===== config.mk =====
export PLATFORM = sky130hd
export DESIGN_NAME = bank_xlate
export DESIGN_NICKNAME = d
export VERILOG_FILES = /design/src/rtl/xlate_pkg.sv /design/src/rtl/xlate_rom_sel.sv /design/src/rtl/xlate_page_map.sv /design/src/rtl/xlate_share.sv /design/src/rtl/bank_xlate.sv
export SDC_FILE = /design/constraint.sdc
export NUM_CORES = 1
export LEC_CHECK = 0
export BUFFER_PORTS_ARGS = -buffer_cell sky130_fd_sc_hd__buf_2
export CAP_MARGIN = 5
export CORE_AREA = 5 5 69 71
export DETAILED_ROUTE_END_ITERATION = 8
export DIE_AREA = 0 0 74 76
export MAX_ROUTING_LAYER = met4
export SYNTH_ARGS = -nofsm -noshare
export SYNTH_HDL_FRONTEND = slang
export SYNTH_HIERARCHICAL = 1
export SYNTH_SLANG_ARGS = --single-unit

===== constraint.sdc =====
create_clock -name vclk -period 7.6
set_clock_uncertainty 0.05 [all_clocks]
set_input_delay 1.14 -clock vclk [all_inputs]
set_output_delay 1.14 -clock vclk [all_outputs]
set_load 0.005 [all_outputs]

===== src/rtl/xlate_pkg.sv =====
package xlate_pkg;

   // processor-side configuration byte, bit positions fixed by the register block
   typedef struct packed {
      logic       bank;
      logic [1:0] rom_hi;
      logic [1:0] rom_mid;
      logic       rom_lo;
      logic       io_sel;
   } map_cfg_t;

   // 16 KB region index taken from the two top address bits
   typedef enum logic [1:0] {
      RGN_BASE = 2'd0,
      RGN_LO   = 2'd1,
      RGN_MID  = 2'd2,
      RGN_HI   = 2'd3
   } region_e;

   // shared area size in bytes: 1K, 4K, 8K, 16K
   function automatic logic [16:0] share_span(input logic [1:0] code);
      logic [4:0] sh;
      sh = (code == 2'd0) ? 5'd10 : 5'd11 + {3'd0, code};
      return 17'd1 << sh;
   endfunction

endpackage


===== src/rtl/xlate_rom_sel.sv =====
module xlate_rom_sel
   import xlate_pkg::*;
(
   input  logic [1:0] region_i,
   input  map_cfg_t   cfg_i,
   output logic [1:0] msel_o
);

   region_e rgn;

   always_comb begin
      rgn = region_e'(region_i);
      unique case (rgn)
         RGN_LO:  msel_o = {2{cfg_i.rom_lo}};
         RGN_MID: msel_o = {cfg_i.rom_mid[1], cfg_i.rom_mid[0]};
         RGN_HI:  msel_o = {cfg_i.rom_hi[1], cfg_i.rom_hi[0]};
         default: msel_o = 2'b11;
      endcase
   end

endmodule


===== src/rtl/xlate_page_map.sv =====
module xlate_page_map #(
   parameter int PAGE_W = 8,
   parameter int N_PTR  = 2
) (
   input  logic [PAGE_W-1:0] page_i,
   input  logic [PAGE_W-1:0] ptr_i  [N_PTR],
   input  logic              bank_i [N_PTR],
   output logic              redir_o,
   output logic [PAGE_W-1:0] redir_page_o,
   output logic              redir_bank_o,
   output logic              swap_o,
   output logic [PAGE_W-1:0] swap_page_o
);

   localparam int IDX_W = (N_PTR > 1) ? $clog2(N_PTR) : 1;

   logic [N_PTR-1:0] hit;
   logic [N_PTR-1:0] own;

   generate
      for (genvar g = 0; g < N_PTR; g++) begin : g_ptr
         assign own[g] = (page_i == PAGE_W'(g));
         assign hit[g] = (page_i == ptr_i[g]);
      end
   endgenerate

   always_comb begin
      redir_o      = |own;
      redir_page_o = page_i;
      redir_bank_o = 1'b0;
      for (int k = N_PTR - 1; k >= 0; k--) begin
         if (own[k]) begin
            redir_page_o = ptr_i[k];
            redir_bank_o = bank_i[k];
         end
      end
   end

   // lowest-numbered matching pointer wins
   always_comb begin
      logic [IDX_W-1:0] idx;
      idx  = '0;
      for (int k = N_PTR - 1; k >= 0; k--) begin
         if (hit[k]) idx = IDX_W'(k);
      end
      swap_o      = |hit;
      swap_page_o = PAGE_W'(idx);
   end

endmodule


===== src/rtl/xlate_share.sv =====
module xlate_share
   import xlate_pkg::*;
#(
   parameter int ADDR_W    = 16,
   parameter bit MAG_CMP   = 1'b1
) (
   input  logic [ADDR_W-1:0] addr_i,
   input  logic [1:0]        size_i,
   input  logic              lo_en_i,
   input  logic              hi_en_i,
   output logic              force0_o
);

   localparam logic [ADDR_W:0] FULL = {1'b1, {ADDR_W{1'b0}}};

   logic [ADDR_W:0] span;
   logic            in_lo;
   logic            in_hi;

   assign span = share_span(size_i);

   generate
      if (MAG_CMP) begin : g_mag
         assign in_lo = ({1'b0, addr_i} <  span);
         assign in_hi = ({1'b0, addr_i} >= (FULL - span));
      end else begin : g_mask
         logic [ADDR_W-1:0] keep;
         assign keep  = ~(span[ADDR_W-1:0] - 1'b1);
         assign in_lo = ((addr_i & keep) == '0);
         assign in_hi = ((addr_i & keep) == keep);
      end
   endgenerate

   assign force0_o = (lo_en_i & in_lo) | (hi_en_i & in_hi);

endmodule


===== src/rtl/bank_xlate.sv =====
module bank_xlate
   import xlate_pkg::*;
#(
   parameter int          ADDR_W      = 16,
   parameter int          PAGE_W      = 8,
   parameter logic [15:0] WIN_BASE    = 16'hFF00,
   parameter int          WIN_COUNT   = 5,
   parameter logic [7:0]  BOOT_LIMIT  = 8'h10,
   parameter logic [3:0]  BOOT_NIB    = 4'hD,
   parameter logic [3:0]  VID_NIB     = 4'hF,
   parameter bit          SHARE_MAG   = 1'b1
) (
   input  logic [15:0] addr_i,
   input  logic        cpu_cycle_i,
   input  logic        legacy_i,
   input  logic        alt_cpu_i,
   input  logic [6:0]  map_cfg_i,
   input  logic        vid_bank_i,
   input  logic [1:0]  share_size_i,
   input  logic        share_lo_en_i,
   input  logic        share_hi_en_i,
   input  logic [7:0]  pg0_ptr_i,
   input  logic        pg0_bank_i,
   input  logic [7:0]  pg1_ptr_i,
   input  logic        pg1_bank_i,
   output logic [7:0]  xaddr_hi_o,
   output logic [1:0]  bank_n_o,
   output logic [3:0]  msel_o
);

   localparam int OFF_W  = ADDR_W - PAGE_W;
   localparam int NIB_LO = OFF_W;
   localparam logic [ADDR_W:0] WIN_END = {1'b0, WIN_BASE} + (ADDR_W+1)'(WIN_COUNT);

   generate
      if (ADDR_W != 16 || PAGE_W != 8) begin : g_bad_geom
         $error("bank_xlate: only a 16-bit bus with 8-bit pages is supported");
      end
      if (WIN_COUNT < 1 || WIN_COUNT > 256) begin : g_bad_win
         $error("bank_xlate: register window size out of range");
      end
      if (BOOT_LIMIT == 8'h00 || BOOT_LIMIT > 8'h10) begin : g_bad_boot
         $error("bank_xlate: boot overlay must lie within the first 4 KB");
      end
   endgenerate

   map_cfg_t          cfg;
   logic [PAGE_W-1:0] page;
   logic [3:0]        sub_nib;
   logic [1:0]        rom_ms;
   logic              redir;
   logic [PAGE_W-1:0] redir_page;
   logic              redir_bank;
   logic              swap;
   logic [PAGE_W-1:0] swap_page;
   logic              force0;
   logic              in_win;
   logic              in_boot;
   logic [PAGE_W-1:0] ptrs  [2];
   logic              banks [2];

   assign cfg     = map_cfg_t'(map_cfg_i);
   assign page    = addr_i[ADDR_W-1:OFF_W];
   assign sub_nib = addr_i[NIB_LO+3:NIB_LO];
   assign ptrs[0]  = pg0_ptr_i;
   assign ptrs[1]  = pg1_ptr_i;
   assign banks[0] = pg0_bank_i;
   assign banks[1] = pg1_bank_i;

   assign in_win  = ({1'b0, addr_i} >= {1'b0, WIN_BASE}) && ({1'b0, addr_i} < WIN_END);
   assign in_boot = alt_cpu_i && !cfg.bank && (page < BOOT_LIMIT);

   xlate_rom_sel u_rom (
      .region_i (addr_i[ADDR_W-1:ADDR_W-2]),
      .cfg_i    (cfg),
      .msel_o   (rom_ms)
   );

   xlate_page_map #(.PAGE_W(PAGE_W), .N_PTR(2)) u_pages (
      .page_i       (page),
      .ptr_i        (ptrs),
      .bank_i       (banks),
      .redir_o      (redir),
      .redir_page_o (redir_page),
      .redir_bank_o (redir_bank),
      .swap_o       (swap),
      .swap_page_o  (swap_page)
   );

   xlate_share #(.ADDR_W(ADDR_W), .MAG_CMP(SHARE_MAG)) u_share (
      .addr_i   (addr_i),
      .size_i   (share_size_i),
      .lo_en_i  (share_lo_en_i),
      .hi_en_i  (share_hi_en_i),
      .force0_o (force0)
   );

   logic       bank;
   logic       both_off;
   logic [1:0] ms_low;

   always_comb begin
      xaddr_hi_o = page;
      bank       = cfg.bank;
      both_off   = 1'b0;
      ms_low     = 2'b11;
      if (!cpu_cycle_i) begin
         xaddr_hi_o = {VID_NIB, sub_nib};
         bank       = vid_bank_i;
      end else if (!legacy_i) begin
         if (in_win) begin
            both_off = 1'b1;
         end else if (in_boot) begin
            xaddr_hi_o = {BOOT_NIB, sub_nib};
            ms_low     = 2'b00;
         end else begin
            if (redir) begin
               xaddr_hi_o = redir_page;
               bank       = redir_bank;
            end else begin
               ms_low = rom_ms;
            end
            if (ms_low == 2'b11 && swap) xaddr_hi_o = swap_page;
            if (force0) bank = 1'b0;
         end
      end
   end

   assign bank_n_o = both_off ? 2'b11 : {~bank, bank};
   assign msel_o   = {~legacy_i, cfg.io_sel, ms_low};

endmodule


# Yosys cells after proc, flatten, opt, wreduce, memory -nomap -nowiden
# Index checks and enable logic that the tools add are counted.
# word_totals
reg_bits,0
elab_cells,62
# classes
n_bitwise,5
n_shift,1
muxes,33
n_lt_le_gt_ge,5
n_reduce_logical,9
n_addsub,2
eq_ne,7
# ops
op,n
$mux W8,8
$mux W2,10
$ge A16 B17 Y1,1
$lt A16 B17 Y1,1
$shl A1 B5 Y17 const A,1
$sub A17 B17 Y17 const A,1
$eq A8 B8 Y1,2
$ge A16 B16 Y1 const B,1
$lt A16 B16 Y1 const B,1
$mux W1,13
$eq A8 B1 Y1 const B,1
$logic_not A8 Y1,1
$lt A8 B5 Y1 const B,1
$eq A2 B2 Y1 const B,3
$pmux W2 S3,1
$add A4 B2 Y5 const A,1
$mux W5,1
$logic_and A1 B1 Y1,4
$reduce_or A2 Y1,2
$and A1 B1 Y1,2
$eq A2 B1 Y1 const B,1
$logic_not A2 Y1,1
$not A1 Y1,2
$logic_not A1 Y1,1
$or A1 B1 Y1,1

# Longest topological paths before layout
# logic_depth
ltp_word,14
depth_mapped,11

# By module
# Netlist, hierarchy kept.
# by_module_without_submodules
mod,area_per_inst_um2,instances,seq_area_each_um2,cells_per_inst
xlate_share,488.0,1,0.0,58
xlate_page_map,476.7,1,0.0,70
bank_xlate,429.2,1,0.0,64
xlate_rom_sel,43.8,1,0.0,5

# Worst setup path before layout
# No wires, ideal clock.
# synth_path
path_kind,input to output
from,in share_size_i[0]
to,out bank_n_o[0]
slack_ps,3347
required_time_ps,6410
arrival_ps,3063
path_stages,10
cell_sequence,inv_1 ha_1 inv_1 or3_1 ha_1 o211ai_1 a31oi_1 o32ai_2 or3_1 a31oi_1
# synth_between
elab_chain_len,13
elab_cells_between_ends,16
classes_between,add/sub: 2; order compare: 2; shift: 1; mux: 7; bitwise: 3; reduce/logical: 1
# synth_lines
item,line_no,source
"start, declared",bank_xlate.sv:19,"input logic [1:0] share_size_i,"
$add A4 B2 Y5 or $logic_not A2 Y1 (tied branches),xlate_pkg.sv:23,"sh = (code == 2'd0) ? 5'd10 : 5'd11 + {3'd0, code};"
$mux W5 (*),xlate_pkg.sv:23,
$shl A1 B5 Y17 (*),xlate_pkg.sv:24,return 17'd1 << sh;
$sub A17 B17 Y17,xlate_share.sv:25,"assign in_hi = ({1'b0, addr_i} >= (FULL - span));"
$ge A16 B17 Y1,xlate_share.sv:25,
$and A1 B1 Y1,xlate_share.sv:34,assign force0_o = (lo_en_i & in_lo) | (hi_en_i & in_hi);
$or A1 B1 Y1 (*),xlate_share.sv:34,
named net force0,bank_xlate.sv:56,logic force0;
$mux W1 (*),bank_xlate.sv:124,if (force0) bank = 1'b0;
$mux W1 (*),bank_xlate.sv:113,end else if (in_boot) begin
$mux W1 (*),bank_xlate.sv:111,if (in_win) begin
$mux W1 (*),bank_xlate.sv:110,end else if (!legacy_i) begin
$mux W1 (*),bank_xlate.sv:107,if (!cpu_cycle_i) begin
$mux W2 (*),bank_xlate.sv:129,"assign bank_n_o = both_off ? 2'b11 : {~bank, bank};"
"end, declared",bank_xlate.sv:27,"output logic [1:0] bank_n_o,"
# Mark *: on every way through the listed nets, which the timed path passes. The rest lies on a longest branch.

# Worst setup path in the final report
# Ends and elaborated chain as after synthesis.

==> flow_summary.ini <==
[floorplan]
initial_core_util = 0.344
die_x_um = 74
die_area_um2 = 5620
ios = 63
die_h_um = 76
fp-row-count = 24
design.core.area_um2 = 4170

[setup_path]
cp_max_fo = 6
end_kind = primary output
critPathCapture = bank_n_o[0]
critical_path_arrival_ps = 3430
startpoint_type = primary input
required_ps = 6410
worstSetupPathType = in -> out
crit_path_start = share_size_i[0]

[logic_synthesis]
yosys.area.top_type = ha_1
yosysWarnings = 6
ys_seq_area_frac = 0
synth_common_cells = ha_1 (21), inv_1 (20), a21oi_1 (14)
yosysMostFrequentCell = ha_1
ys_types = 50
synth_top_area_share = 0.183
synthTopCellsByArea = ha_1 (18%), xnor2_1 (5.5%), xor2_1 (5.5%)
avgSynthCellArea_um2 = 7.30
syn_inst = 197
netlist_area_um2 = 1440

[clock_tree]
cts_resized = 0
cts_setup_buffers = 0
cts_hold_buf = 0

[sta]
finalMaxSlewViolations = 0
rsz0062_at_grt = false
max_slew.worst_pin.slew_ps = 917
setup_viol = 0
finalHoldViolations = 0
fmax_ghz = 0.216
period_needed_ps = 4620
tns_ps = 0
timing.final.crit_share = 0.608
max_slew_margin = 0.381

[drt]
viasPerCell = 5.17
wl_mm = 4.21
antenna_left = 0
dr.pass1.iters = 4
drc = 0
routedWlPerCell_um = 13.9
vias = 1567
drt_iter0_markers = 57

[global_route]
busiest_layer = met2
grt_pass1_vias = 1519
grtUsageMet1 = 0.203
gr-total-overflow = 0
use_met3 = 0.00792
antenna_found_initial = 0
use_met2 = 0.246
grt_pass1_wl_mm = 6.74
grt_usage = 0.146
grt_max_degree = 18

[final_layout]
fin_util = 0.418
num_antenna_cells = 0
flops_and_latches = 0
syn_to_final_growth_pct = 21.5
regArea_um2 = 0
layout.nets = 323
n_clock_buffer = 0
drive_gt1_frac = 0.291

[min_path]
hold_path_class = in -> out
hold_depth = 0

[pwr]
power.density_nw_per_um2 = 45.9
irDropWorstVdd_mv = 0.0216
p_leak_nw = 0.821

[placed_design]
gp_congestion = 0.821
io_buffers = 61
dpl.hpwl_mm = 3.47

[run]
maxCapViolations = 0

[outcome]
outcome = finished, final reports clean
==> stage by stage <==
step / cell area [um2] / total power, mW / hold WS, ps / cells / setup slack (ps)
floorplan: 1460 / 0.0487 / 2260 / 203 / 3350
global placement: 1750 / 0.0803 / 2230 / 303 / 3000
detailed placement: 1750 / 0.0801 / 2230 / 303 / 2970
CTS: 1750 / 0.0805 / 2230 / 303 / 2960
global route: 1750 / 0.0903 / 2230 / 303 / 2720
finish: 1750 / 0.0801 / 2230 / 303 / 2980
==> cell type report <==
type | count | area, um2
Fill cell | 449 | 2430
Inverter | 21 | 83.8
Timing Repair Buffer | 61 | 305
Tap cell | 52 | 65.1
Multi-Input combinational cell | 169 | 1290
==> power breakdown <==
part / leakage (nW) / total, mW / switching [mW] / internal, mW
logic: 0.821 / 0.0801 / 0.0435 / 0.0367
clock network: 0 / 0 / 0 / 0
registers: 0 / 0 / 0 / 0
total: 0.821 / 0.0801 / 0.0435 / 0.0367
==> routing by layer <==
metal / wire [um] / share of wire
met1: 2010 / 0.48
met2: 1930 / 0.46
met3: 278 / 0.066
met4: 0 / 0
met5: 0 / 0
==> cells in the final DEF (no fill, tap or decap), types with 4 or more instances in the layout <==
master,count
nor2_1,7
o21ai_0,6
o22ai_1,4
mux2i_1,6
o211ai_1,4
nand3_1,5
buf_2,61
xnor2_1,9
inv_1,20
a31oi_1,6
nand2b_1,8
conb_1,7
a2bb2oi_1,6
nand2_1,10
ha_1,21
nor4_1,5
a21oi_1,14
xor2_1,9
==> worst min path at each step <==
stage                  from         to  slack (ps)
6_report       map_cfg_i[0]  msel_o[2]        2230
5_1_grt        map_cfg_i[0]  msel_o[2]        2230
4_1_cts        map_cfg_i[0]  msel_o[2]        2230
3_5_place_dp   map_cfg_i[0]  msel_o[2]        2230
3_3_place_gp   map_cfg_i[0]  msel_o[2]        2230
2_1_floorplan      legacy_i  msel_o[3]        2260
==> kinds of logic (layout without fill, tap and decap cells) <==
logic type / count (synthesis) / in the layout / share of synthesized area
adders and majority gates: 21 / 21 / 0.183
other: 1 / 7 / 0.00261
buffers and inverters: 34 / 82 / 0.117
xor gates and xnor gates: 18 / 18 / 0.110
muxes: 6 / 6 / 0.0418
and+or+nand+nor: 59 / 59 / 0.258
AOI/OAI and AO/OA: 58 / 58 / 0.288
==> critical path, cell delays in order <==
cell	delay (ps)
buf_2	130
inv_1	120
ha_1	270
inv_1	100
or3_1	360
ha_1	280
o211ai_1	80
a31oi_1	170
o32ai_2	110
or3_1	380
a31oi_1	150
buf_2	140
Power figures use the tool's default switching activity.
